`config.mk`:
```
export PLATFORM = sky130hd
export DESIGN_NAME = mem_share_arb
export DESIGN_NICKNAME = d
export VERILOG_FILES = /design/src/rtl/mem_arb_pkg.sv /design/src/rtl/arb_pend_ctr.sv /design/src/rtl/arb_grant_ctl.sv /design/src/rtl/arb_port_mux.sv /design/src/rtl/mem_share_arb.sv
export SDC_FILE = /design/constraint.sdc
export NUM_CORES = 1
export LEC_CHECK = 0
export ABC_AREA = 1
export CAP_MARGIN = 20
export CORE_MARGIN = 10
export CORE_UTILIZATION = 26
export DETAILED_ROUTE_END_ITERATION = 16
export PLACE_DENSITY = 0.82
export SLEW_MARGIN = 25
export SYNTH_ARGS = -nofsm -noshare
export SYNTH_HDL_FRONTEND = slang
export SYNTH_SLANG_ARGS = --single-unit
export TNS_END_PERCENT = 100
```
`constraint.sdc`:
```
create_clock -name clk -period 3.75 [get_ports clk]
set_clock_uncertainty 0.2 [all_clocks]
set_input_delay 0.375 -clock clk [delete_from_list [all_inputs] [get_ports clk]]
set_output_delay 0.375 -clock clk [all_outputs]
set_load 0.01 [all_outputs]
```
`src/rtl/mem_arb_pkg.sv`:
```
package mem_arb_pkg;
   typedef enum logic [1:0] {
      OWN_NONE = 2'd0,
      OWN_WR   = 2'd1,
      OWN_RD   = 2'd2
   } owner_e;
endpackage

```
`src/rtl/arb_pend_ctr.sv`:
```
// Tracks reads accepted by the memory port whose data has not yet returned.
module arb_pend_ctr #(
   parameter int MAX_PEND = 4
) (
   input  logic clk,
   input  logic rst_n,
   input  logic rd_acc,
   input  logic rsp_vld,
   output logic pend_full,
   output logic pend_zero_nx
);
   localparam int CW = $clog2(MAX_PEND + 1);

   generate
      if (MAX_PEND == 1) begin : g_flag
         logic busy_q, busy_nx;
         assign busy_nx      = rd_acc | (busy_q & ~rsp_vld);
         assign pend_full    = busy_q;
         assign pend_zero_nx = ~busy_nx;
         always_ff @(posedge clk or negedge rst_n) begin
            if (!rst_n) busy_q <= 1'b0;
            else        busy_q <= busy_nx;
         end
      end else begin : g_cnt
         localparam logic [CW-1:0] LIM = CW'(MAX_PEND);
         logic [CW-1:0] cnt_q, cnt_nx;
         always_comb begin
            cnt_nx = cnt_q + CW'(rd_acc) - CW'(rsp_vld);
         end
         assign pend_full    = (cnt_q == LIM);
         assign pend_zero_nx = (cnt_nx == '0);
         always_ff @(posedge clk or negedge rst_n) begin
            if (!rst_n) cnt_q <= '0;
            else        cnt_q <= cnt_nx;
         end
      end
   endgenerate
endmodule

```
`src/rtl/arb_grant_ctl.sv`:
```
// Owner selection with sticky hold, bounded by MAX_HOLD accepted transfers.
module arb_grant_ctl
   import mem_arb_pkg::*;
#(
   parameter int MAX_HOLD = 8
) (
   input  logic   clk,
   input  logic   rst_n,
   input  logic   wr_req,
   input  logic   rd_req,
   input  logic   cmd_stalled,
   input  logic   xfer_acc,
   input  logic   pend_zero_nx,
   output owner_e owner,
   output logic   yield_q
);
   localparam int HW = $clog2(MAX_HOLD + 1);

   owner_e owner_nx, other;
   logic   own_req, oth_req, reach_nx, hold_clr, can_move, yield_nx;

   assign hold_clr = (owner_nx != owner);

   generate
      if (MAX_HOLD == 1) begin : g_flag
         logic done_q;
         assign reach_nx = done_q | xfer_acc;
         always_ff @(posedge clk or negedge rst_n) begin
            if (!rst_n)        done_q <= 1'b0;
            else if (hold_clr) done_q <= 1'b0;
            else if (xfer_acc) done_q <= 1'b1;
         end
      end else begin : g_cnt
         localparam logic [HW-1:0] LIM = HW'(MAX_HOLD);
         logic [HW-1:0] cnt_q, cnt_nx;
         always_comb begin
            cnt_nx = (xfer_acc && cnt_q != LIM) ? cnt_q + 1'b1 : cnt_q;
         end
         assign reach_nx = (cnt_nx == LIM);
         always_ff @(posedge clk or negedge rst_n) begin
            if (!rst_n)        cnt_q <= '0;
            else if (hold_clr) cnt_q <= '0;
            else               cnt_q <= cnt_nx;
         end
      end
   endgenerate

   always_comb begin
      unique case (owner)
         OWN_WR: begin own_req = wr_req; oth_req = rd_req; other = OWN_RD; end
         OWN_RD: begin own_req = rd_req; oth_req = wr_req; other = OWN_WR; end
         default: begin own_req = 1'b0; oth_req = 1'b0; other = OWN_NONE; end
      endcase
   end

   assign can_move = ~cmd_stalled & pend_zero_nx;

   always_comb begin
      owner_nx = owner;
      if (owner == OWN_NONE) begin
         if (rd_req)      owner_nx = OWN_RD;
         else if (wr_req) owner_nx = OWN_WR;
      end else if (can_move) begin
         if (!own_req || yield_q)      owner_nx = oth_req ? other : OWN_NONE;
         else if (reach_nx && oth_req) owner_nx = other;
      end
   end

   always_comb begin
      if (owner_nx != owner)
         yield_nx = 1'b0;
      else if (owner != OWN_NONE && reach_nx && oth_req && !cmd_stalled)
         yield_nx = 1'b1;
      else
         yield_nx = yield_q;
   end

   always_ff @(posedge clk or negedge rst_n) begin
      if (!rst_n) begin
         owner   <= OWN_NONE;
         yield_q <= 1'b0;
      end else begin
         owner   <= owner_nx;
         yield_q <= yield_nx;
      end
   end
endmodule

```
`src/rtl/arb_port_mux.sv`:
```
// Steers the granted side onto the memory port and routes responses back.
module arb_port_mux
   import mem_arb_pkg::*;
#(
   parameter int AW = 24,
   parameter int DW = 32
) (
   input  owner_e          owner,
   input  logic            yield_q,
   input  logic            pend_full,
   input  logic            wr_req,
   input  logic [AW-1:0]   wr_addr,
   input  logic [DW-1:0]   wr_data,
   input  logic [DW/8-1:0] wr_be,
   output logic            wr_wait,
   input  logic            rd_req,
   input  logic [AW-1:0]   rd_addr,
   output logic            rd_wait,
   output logic            rd_valid,
   output logic [DW-1:0]   rd_data,
   output logic [AW-1:0]   m_addr,
   output logic [DW-1:0]   m_wdata,
   output logic [DW/8-1:0] m_be,
   output logic            m_write,
   output logic            m_read,
   input  logic            m_wait,
   input  logic            m_rvalid,
   input  logic [DW-1:0]   m_rdata
);
   logic own_wr, own_rd, wr_go, rd_go;

   assign own_wr = (owner == OWN_WR);
   assign own_rd = (owner == OWN_RD);
   assign wr_go  = own_wr & ~yield_q;
   assign rd_go  = own_rd & ~yield_q & ~pend_full;

   assign m_write = wr_go & wr_req;
   assign m_read  = rd_go & rd_req;
   assign m_addr  = own_rd ? rd_addr : wr_addr;
   assign m_wdata = wr_data;
   assign m_be    = own_wr ? wr_be : '1;

   assign wr_wait = ~wr_go | m_wait;
   assign rd_wait = ~rd_go | m_wait;

   assign rd_valid = m_rvalid & own_rd;
   assign rd_data  = m_rdata;
endmodule

```
`src/rtl/mem_share_arb.sv`:
```
module mem_share_arb
   import mem_arb_pkg::*;
#(
   parameter int AW       = 24,
   parameter int DW       = 32,
   parameter int MAX_HOLD = 8,
   parameter int MAX_PEND = 4
) (
   input  logic            clk,
   input  logic            rst_n,
   input  logic            wr_req,
   input  logic [AW-1:0]   wr_addr,
   input  logic [DW-1:0]   wr_data,
   input  logic [DW/8-1:0] wr_be,
   output logic            wr_wait,
   input  logic            rd_req,
   input  logic [AW-1:0]   rd_addr,
   output logic            rd_wait,
   output logic            rd_valid,
   output logic [DW-1:0]   rd_data,
   output logic [AW-1:0]   m_addr,
   output logic [DW-1:0]   m_wdata,
   output logic [DW/8-1:0] m_be,
   output logic            m_write,
   output logic            m_read,
   input  logic            m_wait,
   input  logic            m_rvalid,
   input  logic [DW-1:0]   m_rdata
);
   if (DW % 8 != 0 || DW < 8) begin : g_bad_dw
      $error("mem_share_arb: DW must be a positive multiple of 8");
   end
   if (AW < 1) begin : g_bad_aw
      $error("mem_share_arb: AW must be at least 1");
   end
   if (MAX_HOLD < 1) begin : g_bad_hold
      $error("mem_share_arb: MAX_HOLD must be at least 1");
   end
   if (MAX_PEND < 1) begin : g_bad_pend
      $error("mem_share_arb: MAX_PEND must be at least 1");
   end

   owner_e owner;
   logic   yield_q, pend_full, pend_zero_nx;
   logic   cmd_stalled, xfer_acc, rd_acc;

   assign cmd_stalled = (m_read | m_write) & m_wait;
   assign xfer_acc    = (m_read | m_write) & ~m_wait;
   assign rd_acc      = m_read & ~m_wait;

   arb_pend_ctr #(.MAX_PEND(MAX_PEND)) u_pend (
      .clk          (clk),
      .rst_n        (rst_n),
      .rd_acc       (rd_acc),
      .rsp_vld      (m_rvalid),
      .pend_full    (pend_full),
      .pend_zero_nx (pend_zero_nx)
   );

   arb_grant_ctl #(.MAX_HOLD(MAX_HOLD)) u_grant (
      .clk          (clk),
      .rst_n        (rst_n),
      .wr_req       (wr_req),
      .rd_req       (rd_req),
      .cmd_stalled  (cmd_stalled),
      .xfer_acc     (xfer_acc),
      .pend_zero_nx (pend_zero_nx),
      .owner        (owner),
      .yield_q      (yield_q)
   );

   arb_port_mux #(.AW(AW), .DW(DW)) u_mux (
      .owner     (owner),
      .yield_q   (yield_q),
      .pend_full (pend_full),
      .wr_req    (wr_req),
      .wr_addr   (wr_addr),
      .wr_data   (wr_data),
      .wr_be     (wr_be),
      .wr_wait   (wr_wait),
      .rd_req    (rd_req),
      .rd_addr   (rd_addr),
      .rd_wait   (rd_wait),
      .rd_valid  (rd_valid),
      .rd_data   (rd_data),
      .m_addr    (m_addr),
      .m_wdata   (m_wdata),
      .m_be      (m_be),
      .m_write   (m_write),
      .m_read    (m_read),
      .m_wait    (m_wait),
      .m_rvalid  (m_rvalid),
      .m_rdata   (m_rdata)
   );
endmodule

```
# Yosys cells after proc, flatten, opt, wreduce, memory -nomap -nowiden
# Index checks and enable logic that the tools add are counted.
# op_classes
add_sub_neg	3
muxes	16
n_reduce_logical	12
bitwise_logic	19
n_eq_ne	6
# ops
cell	count
24-bit 2-to-1 mux	1
2-bit 2-to-1 mux	7
4-bit 2-to-1 mux	3
1-bit bitwise AND	10
1-bit inverter	6
1-bit logical AND	5
4-bit by 1-bit adder with 4-bit output, second input constant	1
4-bit == test, second input constant	1
4-bit != test, second input constant	1
1-bit one-hot mux with 2 select lines	2
2-bit one-hot mux with 2 select lines	1
2-bit nonzero test	2
3-bit by 1-bit adder with 3-bit output	1
3-bit == test, second input constant	1
3-bit logical NOT	1
1-bit bitwise OR	3
3-bit by 1-bit subtractor with 3-bit output	1
2-bit by 1-bit == test with 1-bit output, second input constant	1
2-bit == test, second input constant	1
1-bit logical NOT	2
2-bit logical NOT	1
1-bit 2-to-1 mux	2
2-bit != test	1
1-bit logical OR	1
# word_totals
out_inout_bits	97
ff_bits	10
in_bits	122
wordCells	60

# Depth between registers and ports, before layout
# Gate-level depths: netlist of the first run.
# logic_depth
ltp_word	16
depth_mapped	21
ltp_nobuf	20

# By module
# Synthesis of the first run repeated with hierarchy kept, for this count alone.
# unflattened
cells_unflattened	284
hier_area_um2	1773.0
# by_module_without_submodules
module	cells_per_inst	area_per_inst_um2	instances	seq_area_each_um2
arb_port_mux	161	882.1	1	0.0
arb_grant_ctl	94	664.4	1	175.2
arb_pend_ctr	23	203.9	1	75.1
mem_share_arb	6	22.5	1	0.0

# Worst setup path after synthesis of the first run
# Ideal clock, no wire load.
# synth_timing
path_kind	register to register
startpoint	register u_grant.owner[0]
endpoint	register u_grant.g_cnt.cnt_q[3]
path_stages_with_launch	19
period_less_slack_ns	2.994
required_time_ns	3.431
setup_time_ns	0.119
path_buffers	1
arrival_time_ns	2.675
path_slack_ns	0.756
cell_sequence	dfrtp_1 -> inv_1 -> ha_1 -> buf_6 -> inv_6 -> nor2_8 -> nand3_4 -> nor2_1 -> ha_1 -> fa_1 -> xor2_1 -> nor4_2 -> nand3_1 -> nand3_2 -> nand2_1 -> nand2_1 -> nand2_2 -> nand2_4 -> nor2_2
# synth_via
word_cells_on_any_way	35
classes_between	add/sub: 2; eq/ne: 4; mux: 12; bitwise: 11; reduce/logical: 6
# synth_lines
item	line	text
start: declaration	arb_grant_ctl.sv:14	output owner_e owner,
start signal: assignment	arb_grant_ctl.sv:83	owner <= owner_nx;
2-bit == test	arb_port_mux.sv:33	assign own_rd = (owner == OWN_RD);
1-bit bitwise AND (2 in series)	arb_port_mux.sv:35	assign rd_go = own_rd & ~yield_q & ~pend_full;
1-bit bitwise AND	arb_port_mux.sv:38	assign m_read = rd_go & rd_req;
1-bit bitwise AND	mem_share_arb.sv:49	assign rd_acc = m_read & ~m_wait;
3-bit by 1-bit adder with 3-bit output	arb_pend_ctr.sv:28	cnt_nx = cnt_q + CW'(rd_acc) - CW'(rsp_vld);
3-bit by 1-bit subtractor with 3-bit output	arb_pend_ctr.sv:28	
net u_pend.g_cnt.cnt_nx[2]	arb_pend_ctr.sv:26	logic [CW-1:0] cnt_q, cnt_nx;
3-bit logical NOT	arb_pend_ctr.sv:31	assign pend_zero_nx = (cnt_nx == '0);
1-bit bitwise AND	arb_grant_ctl.sv:56	assign can_move = ~cmd_stalled & pend_zero_nx;
2-bit 2-to-1 mux	arb_grant_ctl.sv:63	end else if (can_move) begin
2-bit 2-to-1 mux	arb_grant_ctl.sv:60	if (owner == OWN_NONE) begin
2-bit != test	arb_grant_ctl.sv:22	assign hold_clr = (owner_nx != owner);
4-bit 2-to-1 mux	arb_grant_ctl.sv:42	else if (hold_clr) cnt_q <= '0;
end signal: assignment	arb_grant_ctl.sv:43	else cnt_q <= cnt_nx;
end: declaration	arb_grant_ctl.sv:35	logic [HW-1:0] cnt_q, cnt_nx;
# The timed path passes the listed nets, and every way through them passes these cells.
# A chain may end at the register's enable or synchronous reset.

# Worst setup path after layout of the first run
# Same ends and word-level chain as after synthesis.

==> impl_results.md, run 1 <==
- Status: completed
- CTS Buffer Depth: 2
- Most common cell after layout, fill and taps aside: clkdlybuf4s50_1
- Yosys warning count: 0
- Min Tclk post-route: 3.31 ns
- Final setup TNS: 0 ns
- Layout cells sized above 1: 0.128
- CP max stage delay: 0.46 ns
- Hold Violations, Final: 0
- Post-DRT Antenna Nets: 0
- Area grow syn2layout: 32.0%
- Height of the die: 101 um
- Synthesized flop and latch total: 10
- DRC: 0
- Tcrit/Tclk final: 0.882
- RSZ-0062 raised after global routing: false
- Ant. Diodes: 0
- Total Wirelength: 6.01 mm
- Global Route Usage Sum: 0.107
- CTS resizes: 0
- Worst vdd ir: 0.313 mV
- Post-synth cell types: 28
- Actual slew at the worst max-slew pin: 0.485 ns
- # rows: 29
- CTS H-tree lvls: 1
- Max Cap Viol: 0
- Hold Buf Count CTS: 0
- Clk_lat worst skew: 0.25 ns
- CTS tree: built
- Most frequent cells in the layout: clkdlybuf4s50_1, nand2_1, inv_1
- Area after DPL: 2220 sq um
- Setup CP Type: reg -> reg
- Width of the die: 101 um
- Power Dens Cells: 673 nW/um^2
- Post-Syn Area: 1730 sq um
- Initial DRC count: 52
- # port buffers: 90
- Initial Util: 0.270
- Root Driver: clkbuf_8
- R2r endpoint: u_grant.g_cnt.cnt_q[3]
- Worst-path clk slew: 0.05 ns
- Postcts setup bufs: 0
- Crit Path Max Fanout: 27
- Synthesized Nets: 395
- F_max: 0.302 GHz
- Global-route wire length before repair: 8.69 mm
- Critical Path Source Type: flip-flop
- 1st-pass router iterations: 4
- Crit-path cells: inv_1, ha_1, inv_6, nor2_8, nand3_4, nor2_1, ha_1, fa_1, nor4_2, nand3_1, nand3_2, nand2_1, nand2_1, nand2_2, nand2_4, nor2_2
- Die area: 10,300 sq um
- Worst Path Arrival: 3.25 ns
- Via count: 1,592
- Routed wire per std cell: 16.4 um
- Fin cells: 366
- Hpwl dp: 5.23 mm
- Min-Delay Path Class: in -> async
- Final nets: 422
- Worst EP required: 3.69 ns
- Fin area: 2280 sq um
- Sequential share of the synthesized area: 0.145
- I/O pins: 219
- Rel. slew slack: 0.675
- Final setup violation count: 0
- DP Cell Count: 362
- Mean Syn Cell Area: 6.57 sq um
- Vias in the first global route: 1,659
- Antenna violations before repair: 0
- R2r setup slk: 0.44 ns
- Grt ovf: 0
- Slowest CP cell: fa_1
- Largest net degree at the start of global routing: 28
- Post-Syn Instances: 263
- Core ar.: 6390 sq um
- Pins over their slew limit: 0
- Leak: 0.00111 uW
- # fillers: 669
- Crit end category: flip-flop
- R2R depth: 16
- GP Congestion: 0.828
- Vias per Instance: 4.35
- TritonCTS buffer count: 3
- Reg2reg start: u_grant.owner[0]
- # clock sinks: 10
[cell usage after synthesis]
library cell / n / area share
a21oi_1: 1 / 0.0029
and2_1: 1 / 0.0036
buf_4: 64 / 0.28
buf_6: 1 / 0.0065
clkbuf_1: 4 / 0.0087
dfrtp_1: 10 / 0.14
fa_1: 1 / 0.012
ha_1: 9 / 0.065
inv_1: 26 / 0.057
inv_2: 2 / 0.0043
inv_6: 1 / 0.0051
nand2_1: 89 / 0.19
nand2_2: 7 / 0.025
nand2_4: 3 / 0.020
nand3_1: 12 / 0.035
nand3_2: 4 / 0.023
nand3_4: 1 / 0.010
nor2_1: 5 / 0.011
nor2_2: 7 / 0.025
nor2_8: 1 / 0.012
nor3_1: 1 / 0.0029
nor4_2: 1 / 0.0072
o21ai_0: 2 / 0.0058
o21ai_2: 1 / 0.0051
o22ai_1: 2 / 0.0072
or2_2: 4 / 0.014
xnor2_1: 1 / 0.0051
xor2_1: 2 / 0.010
[kinds of logic after synthesis]
| family | Yosys count | synth area share |
|---|---|---|
| adder cells (fa/ha/maj) | 10 | 0.0768 |
| AO/OA/AOI/OAI | 6 | 0.0210 |
| AND/OR/NAND/NOR | 136 | 0.383 |
| XOR/XNOR | 3 | 0.0152 |
| flip-flops | 10 | 0.145 |
| buffers and inverters | 98 | 0.359 |
[sequential cells by signal, indices dropped and copies added (netlist names)]
name / flops
u_pend.g_cnt.cnt_q: 3
u_grant.owner: 2
u_grant.g_cnt.cnt_q: 4
u_grant.yield_q: 1
[area by class of cell]
type	instances	area, sq um	share of cell area
clock buffers	4	55.1	0.0241
inverters	29	114	0.0499
multi-input cells	155	856	0.375
flip-flops and latches	10	250	0.110
well taps	77	96.3	0.0423
repair buffers	91	908	0.398
[where the power goes]
group          total, uW  internal, uW  switching (uW)
Clock                147          93.2            53.5
Sequential           180           145            35.2
Combinational       1210           548             658
Total               1530           786             747
[how the worst max path moves through the flow]
stage / start / to / slack [ns] / depth (start not counted)
after floorplan: u_grant.owner[0] / u_grant.g_cnt.cnt_q[3] / 0.76 / 18
final: u_grant.owner[0] / u_grant.g_cnt.cnt_q[3] / 0.44 / 16
after global routing: u_grant.owner[0] / u_grant.g_cnt.cnt_q[2] / 0.21 / 17
after detailed placement: u_grant.owner[0] / u_grant.g_cnt.cnt_q[3] / 0.46 / 16
after global placement: u_grant.owner[0] / u_grant.g_cnt.cnt_q[3] / 0.59 / 16
after CTS: u_grant.owner[0] / u_grant.g_cnt.cnt_q[2] / 0.44 / 17
[layer usage]
layer,GRT usage,up-vias,wire (um)
li1,-,776,-
met3,0.0408,35,648
met2,0.197,84,3220
met4,0.0740,0,297
met5,0,-,0
met1,0.0931,697,1840
[through the flow]
step                      setup WS (ns)  power (uW)  hold WS (ns)   util
after floorplan                   0.756         966        -0.121      -
after global placement            0.586        1370         0.418  0.348
after detailed placement          0.462        1400         0.410  0.348
after CTS                         0.441        1560         0.264  0.357
after global routing              0.208        1670         0.291  0.357
final                             0.442        1530         0.254  0.357
[worst max-delay path: cells and delay by family, from the launching register on]
family / cells / cell delay (ns)
and+or+nand+nor: 11 / 1.37
adders and majority gates: 3 / 0.89
DFF: 1 / 0.42
buffers and inverters: 2 / 0.30
(Power assumes the default switching activity.)
==> inputs of run 2 (changes only) <==
Clock period 3.75 ns to 3.7 ns, I/O delays scaled along.
==> run 2 against run 1 <==
  * Worst setup slack worse by 0.091 ns
  * Clock power down 22%
  * Sequential power about the same
  * Hold slack better by 0.012 ns
  * Via count down 1.6%
  * Fmax down 1.2%
  * Power down 0.79%
  * Non-clock buffer count unchanged
  * Cell count down 0.27%
  * Critical endpoint unchanged
  * Largest cell class unchanged
  * Largest power group unchanged
==> impl_results.md, run 2 (synthesis gave the netlist of run 1 again) <==
- Most flop-heavy register: u_grant.g_cnt.cnt_q
- Final setup TNS: 0 ns (unchanged)
- Hold Violations, Final: 0 (unchanged)
- Power Dens Cells: 671 nW/um^2 (-0.19%)
- Largest net degree at the start of global routing: 28 (unchanged)
- Sequential cell area: 250 sq um (unchanged)
- Via count: 1,567 (-1.6%)
- GP Congestion: 0.832 (+0.40%)
- Slowest CP cell: fa_1
- Critical Path Source Type: flip-flop
- Final Total Pwr: 1520 uW (-0.79%)
- CP max stage delay: 0.45 ns (about the same)
- Final Core Density: 0.355 (-0.00215)
- Ant. Diodes: 0 (unchanged)
- CTS H-tree lvls: 1 (unchanged)
- Biggest regs: u_grant.g_cnt.cnt_q: 4 flops, u_pend.g_cnt.cnt_q: 3 flops, u_grant.owner: 2 flops
- TritonCTS buffer count: 3 (unchanged)
- # port buffers: 90 (unchanged)
- Hold Buf Count CTS: 0 (unchanged)
- # clock sinks: 10 (unchanged)
- Most common cell after layout, fill and taps aside: clkdlybuf4s50_1
- Crit end category: flip-flop
- Status: completed
- Hpwl dp: 5.19 mm (-0.69%)
- Crit Path Max Fanout: 27 (unchanged)
- Fin cells: 365 (-0.27%)
- RSZ-0062 raised after global routing: false
- F_max: 0.299 GHz (-1.2%)
- Worst-path clk slew: 0.05 ns (about the same)
- Global Route Usage Sum: 0.101 (-0.00631)
- Max Cap Viol: 0 (unchanged)
- Height of the die: 101 um (unchanged)
- CTS resizes: 0 (unchanged)
- Worst Path Arrival: 3.27 ns (+0.02 ns)
- Grt ovf: 0 (unchanged)
- Routed wire per std cell: 16.1 um (-1.7%)
- Layout cells sized above 1: 0.125 (-0.00303)
- Area grow syn2layout: 31.2%
- Worst EP required: 3.62 ns (-0.07 ns)
- Worst vdd ir: 0.326 mV (+4.1%)
- CTS tree: built
- Crit-path cells: inv_1, ha_1, inv_6, nor2_8, nand3_4, nor2_1, ha_1, fa_1, nor4_2, nand3_1, nand3_2, nand2_1, nand2_1, nand2_2, nand2_4, nor2_2
- Actual slew at the worst max-slew pin: 0.499 ns (+0.0132 ns)
- Buf/Inv on CP: 2 (unchanged)
- Antenna violations before repair: 0 (unchanged)
- Pins over their slew limit: 0 (unchanged)
- Root Driver: clkbuf_8
- # rows: 29 (unchanged)
- Area after DPL: 2220 sq um (unchanged)
- Final nets: 422 (unchanged)
- Clk_lat worst skew: 0.24 ns (about the same)
- Setup CP Type: reg -> reg
- Global-route wire length before repair: 8.37 mm (-3.7%)
- Total Wirelength: 5.89 mm (-2.0%)
- Delay-heaviest family, CP: simple AND/OR/NAND/NOR gates
- Initial DRC count: 41 (-21%)
- Post-DRT Antenna Nets: 0 (unchanged)
- Min Tclk post-route: 3.35 ns (+0.0407 ns)
- Final setup violation count: 0 (unchanged)
- Postcts setup bufs: 0 (unchanged)
- 1st-pass router iterations: 4 (unchanged)
- CTS Buffer Depth: 2 (unchanged)
- Fin area: 2270 sq um (-0.60%)
- Area of the multi-input gates: 856 sq um (unchanged)
- Tcrit/Tclk final: 0.905 (+0.0229)
- Die area: 10,300 sq um (unchanged)
- Rel. slew slack: 0.667 (-0.00882)
- Width of the die: 101 um (unchanged)
- DP Cell Count: 362 (unchanged)
- Most frequent cells in the layout: clkdlybuf4s50_1, nand2_1, inv_1
- Initial Util: 0.270 (unchanged)
- I/O pins: 219 (unchanged)
- Vias in the first global route: 1,606 (-3.2%)
- Vias per Instance: 4.29 (-1.3%)
- Core ar.: 6390 sq um (unchanged)
- DRC: 0 (unchanged)
- Leak: 0.00110 uW (-0.65%)
- # fillers: 661 (-1.2%)
- Max reg flops: 4 (unchanged)
- Min-Delay Path Class: in -> async
-- run 2: cell count changes in the layout (fill, tap and decap cells not counted) --
cell,change
clkbuf_8,-1
-- run 2: per-layer routing --
| metal | vias to the layer above | global-route usage | wire (um) |
|---|---|---|---|
| met5 | - | 0 | 0 |
| met4 | 0 | 0.0504 | 238 |
| met3 | 33 | 0.0374 | 601 |
| met2 | 72 | 0.194 | 3190 |
| met1 | 683 | 0.0882 | 1860 |
| li1 | 779 | - | - |
-- run 2: worst reg2reg max path, stage by stage (launching register included) --
cell and delay (ns):
dfrtp_1 0.41, inv_1 0.16, ha_1 0.27, inv_6 0.12, nor2_8 0.12, nand3_4 0.11
nor2_1 0.11, ha_1 0.17, fa_1 0.45, nor4_2 0.45, nand3_1 0.17, nand3_2 0.12
nand2_1 0.07, nand2_1 0.09, nand2_2 0.07, nand2_4 0.11, nor2_2 0.04
-- run 2: cell type report --
type                    instances  share of cell area
inverters                      29              0.0502
repair buffers                 91               0.401
flip-flops and latches         10               0.110
multi-input cells             155               0.378
clock buffers                   3              0.0182
well taps                      77              0.0425
-- run 2: stage by stage --
stage	hold WS [ns]	worst slack (ns)
after global placement	0.420	0.532
after floorplan	-0.126	0.706
after detailed placement	0.419	0.370
after CTS	0.276	0.351
after global routing	0.297	0.160
final	0.266	0.351
-- run 2: power breakdown --
| group | total, uW | internal, uW | switching [uW] | leakage (uW) |
|---|---|---|---|---|
| Clock | 115 | 71.3 | 43.6 | 0.0000216 |
| Combinational | 1220 | 554 | 670 | 0.000948 |
| Sequential | 182 | 147 | 34.7 | 0.000128 |
-- run 2: final timing paths --
path / end / cells after the start / slack [ns] / start
max: u_grant.g_cnt.cnt_q[3] / 16 / 0.35 / u_grant.owner[0]
min reg2reg: u_pend.g_cnt.cnt_q[2] / 2 / 0.43 / u_pend.g_cnt.cnt_q[2]
min: u_grant.owner[0] / 1 / 0.27 / rst_n
max in group asynchronous: u_grant.g_cnt.cnt_q[0] / 1 / 2.69 / rst_n
min in group clk: u_pend.g_cnt.cnt_q[2] / 2 / 0.43 / u_pend.g_cnt.cnt_q[2]
max reg2reg: u_grant.g_cnt.cnt_q[3] / 16 / 0.35 / u_grant.owner[0]
==> inputs of run 3 (changes only) <==
Settings changed: CAP_MARGIN 20 to default, GPL_ROUTABILITY_DRIVEN from default to 0.
==> results of run 3 <==
Same layout as run 2: the final DEF is identical, and so are final timing and power.
